`src/rtl/reload_pwm_pkg.sv`:
```
package reload_pwm_pkg;

    // register port geometry
    localparam int unsigned ADDR_W = 2;

    localparam logic [ADDR_W-1:0] ADDR_CTRL   = 2'd0;
    localparam logic [ADDR_W-1:0] ADDR_LOAD   = 2'd1;
    localparam logic [ADDR_W-1:0] ADDR_MATCH  = 2'd2;
    localparam logic [ADDR_W-1:0] ADDR_ERRCLR = 2'd3;

    // control word bit positions
    localparam int unsigned CTRL_RUN  = 0;
    localparam int unsigned CTRL_INV  = 1;
    localparam int unsigned CTRL_PEN  = 2;
    localparam int unsigned CTRL_PSEL = 3;

endpackage

```
`src/rtl/rp_regs.sv`:
```
module rp_regs
    import reload_pwm_pkg::*;
#(
    parameter int unsigned CW = 32,
    parameter int unsigned PW = 3
) (
    input  logic              clk_i,
    input  logic              rst_ni,
    input  logic              wr_en_i,
    input  logic [ADDR_W-1:0] wr_addr_i,
    input  logic [CW-1:0]     wr_data_i,
    output logic              run_o,
    output logic              inv_o,
    output logic              pen_o,
    output logic [PW-1:0]     psel_o,
    output logic [CW-1:0]     load_o,
    output logic [CW-1:0]     match_o,
    output logic              err_o,
    output logic              start_o,
    output logic              stop_o
);

    typedef struct packed {
        logic          run;
        logic          inv;
        logic          pen;
        logic [PW-1:0] psel;
        logic [CW-1:0] load;
        logic [CW-1:0] match;
        logic          err;
    } regs_t;

    regs_t st_d, st_q;

    logic wr_ctrl, wr_load, wr_match, wr_clr;

    always_comb begin
        wr_ctrl  = wr_en_i && (wr_addr_i == ADDR_CTRL);
        wr_load  = wr_en_i && (wr_addr_i == ADDR_LOAD);
        wr_match = wr_en_i && (wr_addr_i == ADDR_MATCH);
        wr_clr   = wr_en_i && (wr_addr_i == ADDR_ERRCLR);

        st_d = st_q;

        if (wr_ctrl) begin
            st_d.run  = wr_data_i[CTRL_RUN];
            st_d.inv  = wr_data_i[CTRL_INV];
            st_d.pen  = wr_data_i[CTRL_PEN];
            st_d.psel = wr_data_i[CTRL_PSEL +: PW];
        end

        // reload and compare are guarded while the counter runs
        if (wr_load) begin
            if (st_q.run) st_d.err  = 1'b1;
            else          st_d.load = wr_data_i;
        end
        if (wr_match) begin
            if (st_q.run) st_d.err   = 1'b1;
            else          st_d.match = wr_data_i;
        end

        if (wr_clr) st_d.err = 1'b0;

        // edge pulses aligned with the control write
        start_o = wr_ctrl &&  wr_data_i[CTRL_RUN] && !st_q.run;
        stop_o  = wr_ctrl && !wr_data_i[CTRL_RUN] &&  st_q.run;
    end

    always_ff @(posedge clk_i or negedge rst_ni) begin
        if (!rst_ni) st_q <= '0;
        else         st_q <= st_d;
    end

    assign run_o   = st_q.run;
    assign inv_o   = st_q.inv;
    assign pen_o   = st_q.pen;
    assign psel_o  = st_q.psel;
    assign load_o  = st_q.load;
    assign match_o = st_q.match;
    assign err_o   = st_q.err;

endmodule

```
`src/rtl/rp_prescale.sv`:
```
module rp_prescale #(
    parameter int unsigned PW = 3
) (
    input  logic          clk_i,
    input  logic          rst_ni,
    input  logic          run_i,
    input  logic          start_i,
    input  logic          pen_i,
    input  logic [PW-1:0] psel_i,
    output logic          tick_o
);

    // largest division is 2^(2^PW); the divider counts up to that minus one
    localparam int unsigned DW = 1 << PW;

    typedef struct packed {
        logic [DW-1:0] div;
    } pre_t;

    pre_t st_d, st_q;

    logic [DW:0] term;
    logic        at_term;

    always_comb begin
        term    = ({{DW{1'b0}}, 1'b1} << ({{(32-PW){1'b0}}, psel_i} + 32'd1)) - 1'b1;
        // >= so a smaller divider chosen mid-run never has to wait for a wrap
        at_term = ({1'b0, st_q.div} >= term);
        tick_o  = run_i && (!pen_i || at_term);

        st_d = st_q;
        if (start_i) begin
            st_d.div = '0;
        end else if (run_i && pen_i) begin
            st_d.div = at_term ? '0 : st_q.div + 1'b1;
        end
    end

    always_ff @(posedge clk_i or negedge rst_ni) begin
        if (!rst_ni) st_q <= '0;
        else         st_q <= st_d;
    end

endmodule

```
`src/rtl/rp_core.sv`:
```
module rp_core #(
    parameter int unsigned CW = 32
) (
    input  logic          clk_i,
    input  logic          rst_ni,
    input  logic          run_i,
    input  logic          start_i,
    input  logic          stop_i,
    input  logic          tick_i,
    input  logic [CW-1:0] load_i,
    input  logic [CW-1:0] match_i,
    output logic [CW-1:0] cnt_o,
    output logic          tog_o
);

    localparam logic [CW-1:0] TOP    = '1;
    localparam logic [CW-1:0] PRESET = TOP - 1'b1;

    typedef struct packed {
        logic [CW-1:0] cnt;
        logic          tog;
        logic          armed;
    } core_t;

    core_t st_d, st_q;

    logic wrap, hit;

    always_comb begin
        wrap = (st_q.cnt == TOP);
        // compare hits count only once the first reload has happened
        hit  = st_q.armed && (st_q.cnt == match_i);

        st_d = st_q;
        if (start_i) begin
            st_d.cnt   = PRESET;
            st_d.tog   = 1'b0;
            st_d.armed = 1'b0;
        end else if (stop_i) begin
            st_d.tog   = 1'b0;
        end else if (run_i && tick_i) begin
            if (wrap) begin
                st_d.cnt   = load_i;
                st_d.armed = 1'b1;
            end else begin
                st_d.cnt   = st_q.cnt + 1'b1;
            end
            st_d.tog = st_q.tog ^ wrap ^ hit;
        end
    end

    always_ff @(posedge clk_i or negedge rst_ni) begin
        if (!rst_ni) st_q <= '0;
        else         st_q <= st_d;
    end

    assign cnt_o = st_q.cnt;
    assign tog_o = st_q.tog;

endmodule

```
`src/rtl/reload_pwm.sv`:
```
module reload_pwm
    import reload_pwm_pkg::*;
#(
    parameter int unsigned CW = 32,
    parameter int unsigned PW = 3
) (
    input  logic              clk_i,
    input  logic              rst_ni,
    input  logic              wr_en_i,
    input  logic [ADDR_W-1:0] wr_addr_i,
    input  logic [CW-1:0]     wr_data_i,
    output logic              pwm_o,
    output logic              wr_err_o
);

    logic          run_w, inv_w, pen_w, start_w, stop_w, tick_w, tog_w;
    logic [PW-1:0] psel_w;
    logic [CW-1:0] load_w, match_w, cnt_w;

    rp_regs #(.CW(CW), .PW(PW)) i_regs (
        .clk_i     (clk_i),
        .rst_ni    (rst_ni),
        .wr_en_i   (wr_en_i),
        .wr_addr_i (wr_addr_i),
        .wr_data_i (wr_data_i),
        .run_o     (run_w),
        .inv_o     (inv_w),
        .pen_o     (pen_w),
        .psel_o    (psel_w),
        .load_o    (load_w),
        .match_o   (match_w),
        .err_o     (wr_err_o),
        .start_o   (start_w),
        .stop_o    (stop_w)
    );

    rp_prescale #(.PW(PW)) i_pre (
        .clk_i   (clk_i),
        .rst_ni  (rst_ni),
        .run_i   (run_w),
        .start_i (start_w),
        .pen_i   (pen_w),
        .psel_i  (psel_w),
        .tick_o  (tick_w)
    );

    rp_core #(.CW(CW)) i_core (
        .clk_i   (clk_i),
        .rst_ni  (rst_ni),
        .run_i   (run_w),
        .start_i (start_w),
        .stop_i  (stop_w),
        .tick_i  (tick_w),
        .load_i  (load_w),
        .match_i (match_w),
        .cnt_o   (cnt_w),
        .tog_o   (tog_w)
    );

    // toggle is cleared on stop and start, so polarity alone sets the idle level
    assign pwm_o = tog_w ^ inv_w;

endmodule

```
`config.mk`:
```
export PLATFORM = sky130hd
export DESIGN_NAME = reload_pwm
export DESIGN_NICKNAME = d
export VERILOG_FILES = /design/src/rtl/reload_pwm_pkg.sv /design/src/rtl/rp_regs.sv /design/src/rtl/rp_prescale.sv /design/src/rtl/rp_core.sv /design/src/rtl/reload_pwm.sv
export SDC_FILE = /design/constraint.sdc
export NUM_CORES = 1
export LEC_CHECK = 0
export ABC_AREA = 1
export BUFFER_PORTS_ARGS = -buffer_cell sky130_fd_sc_hd__buf_2
export CAP_MARGIN = 20
export CORE_AREA = 2 2 131 133
export DETAILED_ROUTE_END_ITERATION = 8
export DIE_AREA = 0 0 133 135
export SLEW_MARGIN = 20
export SYNTH_ARGS = -nofsm -noshare
export SYNTH_HDL_FRONTEND = slang
export SYNTH_HIERARCHICAL = 1
export SYNTH_SLANG_ARGS = --single-unit
```
`constraint.sdc`:
```
create_clock -name clk_i -period 3.2 [get_ports clk_i]
set_input_delay 0.32 -clock clk_i [delete_from_list [all_inputs] [get_ports clk_i]]
set_output_delay 0.32 -clock clk_i [all_outputs]
set_load 0.01 [all_outputs]
```
-- Word-level counts from Yosys, hierarchy flattened
Cells that the tools add are included.
- output and inout port bits: 2
- flip-flop bits (word level): 113
- equality and inequality tests: 6
- shifts and indexed selects: 1
- $add $sub $neg: 4
- reduce and logical (&&, ||, !) cells: 25
- bitwise gates (word level): 4
- multiplexer cells: 15
- order comparisons: 1
- operators with widths (cell ; number):
    two-way mux 34 bit ; 2
    two-way mux 32 bit ; 2
    adder 32 x 1 -> 32 bit, second input constant ; 1
    equality test 32 bit ; 1
    equality test 32 bit, second input constant ; 1
    left shift 1 x 32 -> 9 bit, first input constant ; 1
    two-way mux 8 bit ; 3
    logical AND 1 bit ; 12
    >= comparator 8 x 9 -> 1 bit ; 1
    subtractor 9 x 1 -> 9 bit, second input constant ; 1
    adder 8 x 1 -> 8 bit, second input constant ; 1
    two-way mux 1 bit ; 8
    AND reduction 2 bit ; 3
    nonzero test 2 bit ; 3
    adder 3 x 1 -> 4 bit, second input constant ; 1
    equality test 2 bit, second input constant ; 2
    zero test 1 bit ; 3
    AND reduction 3 bit ; 1
    nonzero test 3 bit ; 1
    XOR 1 bit ; 3
    equality test 2 x 1 -> 1 bit, second input constant ; 1
    zero test 2 bit ; 1
    inequality test 2 x 1 -> 1 bit, second input constant ; 1
    logical OR 1 bit ; 1
    inverter 1 bit ; 1

-- Depth between registers and ports, before layout
- depth after elaboration: 10
- gate-level depth with buffers: 25
- mapped depth without buffers: 25

-- Modules after synthesis
The synthesis kept the hierarchy.
- by module, submodules not included (module ; cells an instance ; sequential area each (µm²) ; times used ; area an instance (µm²)):
    rp_core ; 551 ; 850.8 ; 1 ; 3363.2
    rp_regs ; 310 ; 1776.7 ; 1 ; 3035.4
    rp_prescale ; 134 ; 200.2 ; 1 ; 887.1
    reload_pwm ; 5 ; 0.0 ; 1 ; 18.8

-- Worst setup path after synthesis
Ideal clock, no wire load.
- path kind: register to register
- from: register i_regs.st_q, in the netlist i_regs/psel_o[2]
- to: register i_core.st_q, in the netlist i_core/cnt_o[20]
- stages on the path, launching flop included: 26
- buffers on the path: 1
- path slack: 0.116 ns
- arrival: 2.967 ns
- cell sequence: dfrtp_1 inv_2 nand2_1 ha_1 inv_1 a21oi_1 o21ai_1 nand2_1 inv_1 ha_1 nand2_1 nor2_1 nand2_1 nand3_1 nand2_4 nand3_2 nand2_1 inv_1 nand2_1 nor2_2 nor2_1 nor2_1 buf_2 o21ai_0 nor2_1 nor2_1
- word-level cells in the longest chain between the ends: 9
- ends and longest elaborated chain (what ; line ; text):
    start: declaration ; rp_regs.sv:33 ; regs_t st_d, st_q;
    start signal: assignment ; rp_regs.sv:71 ; else st_q <= st_d;
    adder 3 x 1 -> 4 bit ; rp_prescale.sv:26 ; term = ({{DW{1'b0}}, 1'b1} << ({{(32-PW){1'b0}}, psel_i} + 32'd1)) - 1'b1;
    left shift 1 x 32 -> 9 bit ; rp_prescale.sv:26 ;
    subtractor 9 x 1 -> 9 bit ; rp_prescale.sv:26 ;
    >= comparator 8 x 9 -> 1 bit ; rp_prescale.sv:28 ; at_term = ({1'b0, st_q.div} >= term);
    logical OR 1 bit ; rp_prescale.sv:29 ; tick_o = run_i && (!pen_i || at_term);
    logical AND 1 bit ; rp_prescale.sv:29 ;
    via tick_w ; reload_pwm.sv:16 ; logic run_w, inv_w, pen_w, start_w, stop_w, tick_w, tog_w;
    logical AND 1 bit ; rp_core.sv:41 ; end else if (run_i && tick_i) begin
    nonzero test 2 bit (no source line) ; -- ;
    AND reduction 2 bit (no source line) ; -- ;
    end signal: assignment ; rp_core.sv:54 ; else st_q <= st_d;
    end: declaration ; rp_core.sv:25 ; core_t st_d, st_q;
The timed path passes the listed nets, and every way through them passes these cells.
A chain may end at the register's enable or synchronous reset.

-- Worst setup path after layout
- from: register i_regs.st_q, in the netlist i_regs/psel_o[0]
- to: register i_core.st_q, in the netlist i_core/cnt_o[13]
Same word-level chain as after synthesis.

==> flow_summary.ini <==
[grt]
grt.total_usage = 0.203
antenna_found_initial = 0
grt_max_degree = 65
grt_pass1_wl_um = 29000
grt_pass1_vias = 5710
grt.overflow.total = 0

[timing]
fin_worst_skew_ps = 6.02
fmax_ghz = 0.343
finalHoldViolations = 0
min_period_ps = 2920
finalWorstSetupSlack_ps = 284
drv_slew = 0
slew_headroom = 0.385
period_share = 0.911
rsz0062_at_grt = no
fin_tns_setup_ps = 0
worst_slew_pin_slew_ps = 922
setup_viol = 0

[cts]
clk_latency_ps = 410
cts_hold_buffers = 0
clock_sinks = 113
htree_levels = 4
clock_path_buffers = 2
root_buffer = clkbuf_16
cts_inserted_buffers = 17
cts_tree = done
path_clk_slew_ps = 50

[finish]
seq_area_um2 = 2830
final_common_cell = nand2_1
layout_common_cells = nand2_1 (311), inv_1 (121), dfrtp_1 (113)
diodes = 0
final_layout_size_suffix_gt1_frac = 0.178
multi_input_area_um2 = 3530
layout.cells.non_filler = 1247
fill_cells = 1673
syn_to_final_growth_pct = 14.1
nets = 1063

[power_and_ir_drop]
p_leak_nw = 4.19
power_density_nw_per_um2 = 824
switching_share = 0.413
ir_drop_v = 0.000455
power_switching_mw = 2.74
clockPowerShare = 0.266
fin_total_pwr_mw = 6.64
internal-power_mw = 3.90
pwr-share-seq = 0.349
p_comb_frac = 0.386

[routing]
post-route-drc-count = 0
wl_per_cell_um = 13.7
antenna_left = 0
num_vias = 6024
totalWireLength_um = 17100
drt_iter0_markers = 369
via_per_inst = 4.83
firstDrtPassIters = 5

[setup_path]
critical_path.startpoint_type = flop
end_kind = flop
worstSetupPathType = flop to flop
worstPathArrival_ps = 3220
path_max_fanout = 13
worst_ep_required_time_ps = 3500

[synth]
synth.avg_cell_area_um2 = 7.30
yosysWarnings = 6
syn_inst = 968
netlist_area_um2 = 7060

[place]
port-buffer-count = 38
dpl.cell_count = 1214
preCtsSetupSlack_ps = 64.2
hpwl_um = 12400
place_congestion = 0.893

[floorplan]
coreArea_um2 = 16400
fp.dieW_um = 133
rows = 47
pin_count = 39
start_util = 0.431
die_y_um = 135
die_area_um2 = 18000

[outcome]
status = completed

[worst_hold_path]
hp-class = input pin to async pin

[run]
cap_violations = 0
## path summary, 6_finish.rpt
path,end,depth (start not counted),slack (ps),start
worst max register to register,i_core/cnt_o[13],24,280,i_regs/psel_o[0]
worst min register to register,i_regs/load_o[19],2,480,i_regs/load_o[19]
worst min-delay path,i_regs/load_o[26],1,10,rst_ni
min in group clk_i,i_regs/match_o[16],3,120,wr_data_i[16]
worst max-delay path,i_core/cnt_o[13],24,280,i_regs/psel_o[0]
max in group asynchronous,i_regs/match_o[8],2,2430,rst_ni
## metrics by stage
stage | util | area (um2) | hold slack [ps]
finish | 0.491 | 8060 | 9.94
detailed placement | 0.454 | 7440 | 471
global route | 0.491 | 8060 | 80.8
floorplan | - | 7070 | 24.4
global placement | 0.454 | 7440 | 467
CTS | 0.487 | 8000 | 48.4
## metal layers
layer	GRT usage	wire length [um]	vias to the layer above
met4	0.0568	173	0
met3	0.0443	608	15
li1	-	-	3122
met1	0.286	8550	2777
met2	0.317	7780	110
met5	0	0	-
## worst max-delay path, stage by stage (launching register included)
cell and delay (ps):
dfrtp_1 400, nor2_2 130, nand2_1 70, ha_2 210, inv_2 90, nand3_1 80
nand2_1 70, inv_1 40, ha_1 300, nand2_1 60, nor2_1 110, nand2_1 70
nand3_2 80, nand2_4 90, nand3_2 80, nand2_1 50, inv_1 60, nand2_1 90
nor2_4 130, nor2_4 60, nor2_4 150, buf_8 170, nand3_1 80, o21ai_1 70
inv_1 50
## sequential cells by signal (all words and copies together) (netlist names)
register        flops
i_pre/st_q          8
i_regs/match_o     32
i_regs/run_o        1
i_core/st_q         1
i_regs/err_o        1
i_regs/inv_o        1
i_regs/load_o      32
i_core/cnt_o       32
i_core/tog_o        1
i_regs/psel_o       3
i_regs/pen_o        1
## layout make-up
cell class	count	area share
Timing Repair Buffer	55	0.0432
Clock inverter	6	0.00683
Multi-Input combinational cell	689	0.439
Inverter	139	0.0650
Sequential cell	113	0.351
Tap cell	220	0.0342
Clock buffer	25	0.0615
## power by group through the flow
stage                     sequential (mW)  clock (mW)  combinational, mW
final                                2.31        1.76               2.56
after global placement               2.32           0               2.50
after global routing                 2.38        1.87               2.92
after CTS                            2.31        1.80               2.54
after detailed placement             2.32           0               2.52
after floorplan                      2.17           0               2.05
## timing repair
action | CTS | global route
setup endpoints to repair | 0 | 33
gates resized for setup | 0 | 16
endpoints found under the hold margin | 0 | 0
setup buffers | 0 | 2
Power figures use the tool's default switching activity.
